File: src/rtl/push_wr_pkg.sv
package push_wr_pkg;
  typedef enum logic [3:0] {
    ST_CLOSED,
    ST_OPN_ACK,
    ST_OPEN,
    ST_CLS_ACK,
    ST_ROOM,
    ST_CLAIM,
    ST_STORE,
    ST_SIGNAL,
    ST_ACK
  } wr_state_t;
endpackage

File: src/rtl/push_wr_hold.sv
module push_wr_hold #(
  parameter int DATA_W = 16
) (
  input  logic              clk,
  input  logic              rst,
  input  logic              load,
  input  logic [DATA_W-1:0] din,
  output logic [DATA_W-1:0] dout
);
  always_ff @(posedge clk) begin
    if (rst)       dout <= '0;
    else if (load) dout <= din;
  end
endmodule

File: src/rtl/push_wr_ptr.sv
module push_wr_ptr #(
  parameter int DEPTH = 8,
  localparam int AW = (DEPTH > 1) ? $clog2(DEPTH) : 1
) (
  input  logic          clk,
  input  logic          rst,
  input  logic          adv,
  output logic [AW-1:0] ptr
);
  localparam logic [AW-1:0] LAST = AW'(DEPTH - 1);

  always_ff @(posedge clk) begin
    if (rst)      ptr <= '0;
    else if (adv) ptr <= (ptr == LAST) ? '0 : ptr + AW'(1);
  end
endmodule

File: src/rtl/push_wr_fsm.sv
module push_wr_fsm
  import push_wr_pkg::*;
#(
  parameter int CNT_W = 4
) (
  input  logic             clk,
  input  logic             rst,
  input  logic             open_req,
  input  logic             close_req,
  input  logic             push_valid,
  input  logic [CNT_W-1:0] room_count,
  input  logic             bus_gnt,
  output logic             accept,
  output logic             open_ack,
  output logic             close_ack,
  output logic             push_ack,
  output logic             bus_req,
  output logic             mem_we,
  output logic             data_signal
);
  wr_state_t state, state_nxt;

  always_comb begin
    state_nxt = state;
    accept    = 1'b0;
    case (state)
      ST_CLOSED:  if (open_req) state_nxt = ST_OPN_ACK;
      ST_OPN_ACK: state_nxt = ST_OPEN;
      ST_OPEN: begin
        if (close_req) state_nxt = ST_CLS_ACK;
        else if (push_valid) begin
          state_nxt = ST_ROOM;
          accept    = 1'b1;
        end
      end
      ST_CLS_ACK: state_nxt = ST_CLOSED;
      ST_ROOM:    if (room_count != '0) state_nxt = ST_CLAIM;
      ST_CLAIM:   if (bus_gnt) state_nxt = ST_STORE;
      ST_STORE:   state_nxt = ST_SIGNAL;
      ST_SIGNAL:  state_nxt = ST_ACK;
      ST_ACK:     state_nxt = ST_OPEN;
      default:    state_nxt = ST_CLOSED;
    endcase
  end

  always_ff @(posedge clk) begin
    if (rst) begin
      state       <= ST_CLOSED;
      open_ack    <= 1'b0;
      close_ack   <= 1'b0;
      push_ack    <= 1'b0;
      bus_req     <= 1'b0;
      mem_we      <= 1'b0;
      data_signal <= 1'b0;
    end else begin
      state       <= state_nxt;
      open_ack    <= (state_nxt == ST_OPN_ACK);
      close_ack   <= (state_nxt == ST_CLS_ACK);
      push_ack    <= (state_nxt == ST_ACK);
      bus_req     <= (state_nxt == ST_CLAIM) || (state_nxt == ST_STORE);
      mem_we      <= (state_nxt == ST_STORE);
      data_signal <= (state_nxt == ST_SIGNAL);
    end
  end
endmodule

File: src/rtl/push_wr_ctrl.sv
module push_wr_ctrl #(
  parameter  int DATA_W = 16,
  parameter  int DEPTH  = 8,
  localparam int AW     = (DEPTH > 1) ? $clog2(DEPTH) : 1,
  localparam int CNT_W  = $clog2(DEPTH + 1)
) (
  input  logic              clk,
  input  logic              rst,
  input  logic              open_req,
  output logic              open_ack,
  input  logic              close_req,
  output logic              close_ack,
  input  logic              push_valid,
  input  logic [DATA_W-1:0] push_data,
  output logic              push_ack,
  input  logic [CNT_W-1:0]  room_count,
  output logic              bus_req,
  input  logic              bus_gnt,
  output logic              mem_we,
  output logic [AW-1:0]     mem_addr,
  output logic [DATA_W-1:0] mem_wdata,
  output logic              data_signal
);
  logic accept;

  push_wr_fsm #(.CNT_W(CNT_W)) u_fsm (
    .clk(clk), .rst(rst),
    .open_req(open_req), .close_req(close_req), .push_valid(push_valid),
    .room_count(room_count), .bus_gnt(bus_gnt),
    .accept(accept),
    .open_ack(open_ack), .close_ack(close_ack), .push_ack(push_ack),
    .bus_req(bus_req), .mem_we(mem_we), .data_signal(data_signal)
  );

  push_wr_hold #(.DATA_W(DATA_W)) u_hold (
    .clk(clk), .rst(rst), .load(accept), .din(push_data), .dout(mem_wdata)
  );

  push_wr_ptr #(.DEPTH(DEPTH)) u_ptr (
    .clk(clk), .rst(rst), .adv(mem_we), .ptr(mem_addr)
  );
endmodule

File: config.mk
export PLATFORM = sky130hd
export DESIGN_NAME = push_wr_ctrl
export DESIGN_NICKNAME = d
export VERILOG_FILES = /design/src/rtl/push_wr_pkg.sv /design/src/rtl/push_wr_hold.sv /design/src/rtl/push_wr_ptr.sv /design/src/rtl/push_wr_fsm.sv /design/src/rtl/push_wr_ctrl.sv
export SDC_FILE = /design/constraint.sdc
export NUM_CORES = 1
export LEC_CHECK = 0
export CAP_MARGIN = 20
export CORE_UTILIZATION = 44
export DETAILED_ROUTE_END_ITERATION = 12
export GPL_ROUTABILITY_DRIVEN = 0
export PLACE_DENSITY = 0.83
export SETUP_SLACK_MARGIN = 0.5
export SYNTH_ARGS = -nofsm -noshare
export SYNTH_HDL_FRONTEND = slang
export SYNTH_HIERARCHICAL = 1
export SYNTH_SLANG_ARGS = --single-unit
File: constraint.sdc
create_clock -name clk -period 2.89 [get_ports clk]
set_input_delay 0.7225 -clock clk [delete_from_list [all_inputs] [get_ports clk]]
set_output_delay 0.7225 -clock clk [all_outputs]
set_load 0.05 [all_outputs]
# After elaboration in Yosys (flattened, before gate mapping)
# Index checks and enable logic that the tools add are counted.
# totals
ff_bits	29
inputBits	26
output_inout_bits	25
word_cells	38
# op_classes
add_sub_neg	1
eq_ne	14
mux	10
n_reduce_logical	4
# op_table
operator	count
equality test 4 x 3 -> 1 bit, second input constant	7
one-hot mux 4 bit (7 select lines)	1
2-to-1 mux 4 bit	5
equality test 4 x 1 -> 1 bit, second input constant	2
equality test 4 x 2 -> 1 bit, second input constant	2
equality test 4 bit, second input constant	2
logical NOT 4 bit	1
nonzero test 4 bit	1
adder 3 x 1 -> 3 bit, second input constant	1
equality test 3 bit, second input constant	1
2-to-1 mux 1 bit	3
2-to-1 mux 3 bit	1
OR reduction 2 bit	1
logical OR 1 bit	1

# Logic depth before layout (Yosys ltp)
# depth
word_depth	5
depth_mapped	7
mapped_depth_nobuf	5

# Modules after synthesis
# Netlist, hierarchy kept.
# modules_own_cells
module	instances	cells_each	area_per_inst_um2	seq_area_each_um2
push_wr_hold	1	52	580.6	320.3
push_wr_fsm	1	49	439.2	200.2
push_wr_ptr	1	13	141.4	60.1

# Least setup slack after synthesis
# Ideal clock, no wire load.
# synth_path
path_type	input -> register
startpoint	input port open_req
endpoint	register u_fsm.close_ack
setup_ps	65
arrival_time_ps	1827
required_ps	2825
path_slack_ps	999
path_stages	5
n_path_buf	0
cell_sequence	or3b_1 > a21oi_1 > a21oi_2 > or4_4 > nor2_1
# synth_via
elab_chain_cells	3
# synth_lines
element	line	source
from (decl)	push_wr_ctrl.sv:9	input logic open_req,
2-to-1 mux 4 bit	push_wr_fsm.sv:27	ST_CLOSED: if (open_req) state_nxt = ST_OPN_ACK;
one-hot mux 4 bit (7 select lines)	push_wr_fsm.sv:26	case (state)
equality test 4 x 2 -> 1 bit	push_wr_fsm.sv:58	close_ack <= (state_nxt == ST_CLS_ACK);
to (signal assigned)	push_wr_fsm.sv:58	
to (decl)	push_wr_fsm.sv:15	output logic close_ack,
# Every way passes these cells.
# A chain may end at the register's enable or synchronous reset.

# Worst setup path after layout
# layout_path
startpoint	register u_fsm.mem_we
endpoint	output port mem_we
# layout_lines
element	line	source
from (decl)	push_wr_fsm.sv:18	output logic mem_we,
from (signal assigned)	push_wr_fsm.sv:61	mem_we <= (state_nxt == ST_STORE);
to (decl)	push_wr_ctrl.sv:19	output logic mem_we,
# No word-level cell between the ends.

==> run metrics <==
Final Util=0.689; P_sw=0.000209 W; min-delay src=u_hold/dout[15]; Post-CTS Resized=0; Mapped Area=1160 µm²; CP startpoint kind=flip-flop; hold bufs inserted after CTS=0; delay-heaviest family, CP=buffers and inverters; Initial Util=0.469; Filler Cells Inserted=217; VDD IR max=0.436 mV; WP buf/inv=1; post-route setup slack=589 ps; fin crit share=0.796; CP Data Required Time=2170 ps; leakage power=0.622 nW; post-route ant nets=0; leading area contributor after synthesis=dfxtp_1; Slew @ Worst Pin=667 ps; power per standard cell area=452 nW/µm²; Avg WL per Cell=13.3 µm; Die X=53.4 µm; Mapped Cells=114; status=completed; synthesis-to-finish area growth=47.1%; fraction of final layout cells sized beyond drive strength 1=0.0904; residual DRC count=0; pre-CTS setup slack=445 ps; Pint=0.000562 W; Max-cap violations=0; number of synthesis warnings=6; CP max stage delay=830 ps; critical path class=reg2out; min-delay worst type=reg2reg; DRT Pass-1 Iters=4; Slew HR=0.552; H-tree depth=2; Setup crit end kind=primary output; Synth top area share=0.500; critical path peak fanout=6; CTS tree=done; Post-synth EDFFs=0; syn avg cell area=10.2 µm²; Final nets=193; part of the power in combinational logic=0.155; Crit-path slowest cell=clkdlybuf4s50_1; clock sink count=29; clk_lat worst skew=320 ps; Reg2Reg Setup Slack=1100 ps; Total GRT Usage=0.204; data arrival time of the worst path=1580 ps; Seq cells post-synth=29; fraction of registers with async set or reset after synthesis=0; total grt overflow=0; Core ar.=2480 µm²; I/O pin count=51; post-synthesis sequential area ratio=0.500; worst reg2reg startpoint=u_fsm/state[0]; first-pass GRT wire length=4.06 mm; Reg2Reg Depth=5; CP cell instances=clkdlybuf4s50_1; Vias=996; Reg power frac=0.544; final wirelength=2.61 mm; 1st-iter DRT viols=18; synth unique cells=29; diodes inserted=0; RSZ-0062 raised after global routing=false; Slew Viols, Final=0; fmax=0.435 GHz; Hold Path Sink=u_hold/dout[15]; setup tns final=0 ps; Synth Net Count=142; DPL Wire Length=1.91 mm; Commonest cells post-synth=dfxtp_1 (29), nor2_1 (23), mux2i_1 (17); initial antenna violation count=0; Post-CTS Setup Repair Bufs=0; Die ar.=2850 µm²; top cells by area, synth=dfxtp_1 (50%), mux2i_1 (15%), nor2_1 (7.4%); hold-critical path depth=2; clock share of power=0.300; Sw Ratio=0.271; vias in the first global route=992; Clock Path Buffers=2; reg-to-reg endpoint=u_fsm/close_ack; total CTS buffers=5; IO Port Bufs=50; clk root buf=clkbuf_4; count leader, synth=dfxtp_1; clock slew at reported path FFs=100 ps; dominant synthesized flop cell=dfxtp_1; Final setup viols=0; DR vias/cell=5.08; Site Rows=18; die height=53.4 µm; Clock Skew=11.0 ps; Fin. Hold Viols=0; Final Critical Period=2300 ps; largest net degree at the start of global routing=25
-- power by group through the flow --
stage	sequential (W)	combinational [W]	clock, W
after CTS	0.000420	0.000121	0.000241
after detailed placement	0.000429	0.000120	0
after global placement	0.000429	0.000116	0
after floorplan	0.000445	0.0000506	0
after global routing	0.000422	0.000128	0.000262
final	0.000420	0.000120	0.000232
-- flip-flops by register name, indices dropped and copies added, names as in the netlist --
| signal | count |
|---|---|
| u_ptr/ptr | 3 |
| u_fsm/data_signal | 1 |
| u_fsm/push_ack | 1 |
| u_fsm/open_ack | 1 |
| u_fsm/bus_req | 1 |
| u_hold/dout | 16 |
| u_fsm/mem_we | 1 |
| u_fsm/close_ack | 1 |
| u_fsm/state | 4 |
-- layout by cell type, fill, tap and decap left out, types with 2 or more instances in the layout --
cell,count
a21oi_1,2
nor4b_1,3
buf_4,2
a21oi_2,2
nand3b_1,2
clkbuf_4,5
mux2i_1,17
nor2_1,23
or3b_1,3
clkdlybuf4s50_1,50
clkinv_2,2
nand2b_1,2
o21ai_0,2
ha_1,2
inv_1,3
dfxtp_1,29
nor3_1,5
-- routing by layer --
metal | track usage | vias up | share of wire
met5 | 0 | - | 0
met4 | 0.114 | 0 | 0.018
met3 | 0.0747 | 5 | 0.076
met2 | 0.352 | 45 | 0.49
met1 | 0.210 | 453 | 0.41
li1 | - | 493 | -
-- cell families (layout without fill, tap and decap cells) --
kind of cell    after synthesis  after routing  share of synthesized area
simple gates                 45             45                      0.207
flops                        29             29                      0.500
mux                          17             17                      0.147
buf+inv                      11             63                     0.0679
compound gates                9              9                     0.0496
fa+ha+maj                     2              2                     0.0215
xor+xnor                      1              1                    0.00754
-- stage by stage --
step / hold WS, ps / cell area [µm²] / total power (W) / std cells
6_report: 505 / 1710 / 0.000772 / 196
5_1_grt: 540 / 1710 / 0.000812 / 196
4_1_cts: 510 / 1710 / 0.000781 / 196
3_5_place_dp: 489 / 1650 / 0.000549 / 188
3_3_place_gp: 473 / 1650 / 0.000545 / 188
2_1_floorplan: 567 / 1160 / 0.000496 / 114
-- how the worst max path moves through the flow --
stage / start / slack, ps / end / depth (start not counted)
after global routing: u_fsm/mem_we / 500 / mem_we / 1
after detailed placement: push_valid / 450 / u_fsm/data_signal / 6
after floorplan: open_req / 1000 / u_fsm/close_ack / 5
after CTS: u_fsm/mem_we / 570 / mem_we / 1
final: u_fsm/mem_we / 590 / mem_we / 1
after global placement: open_req / 500 / u_fsm/open_ack / 6
-- final cells by class --
class                           count  area [µm²]  area share
Sequential cell                    29         581       0.340
Timing Repair Buffer               52         515       0.302
Multi-Input combinational cell     74         508       0.297
Clock buffer                        5        37.5      0.0220
Tap cell                           30        37.5      0.0220
Clock inverter                      3        17.5      0.0103
Inverter                            3        11.3     0.00659
(Power assumes the default switching activity.)
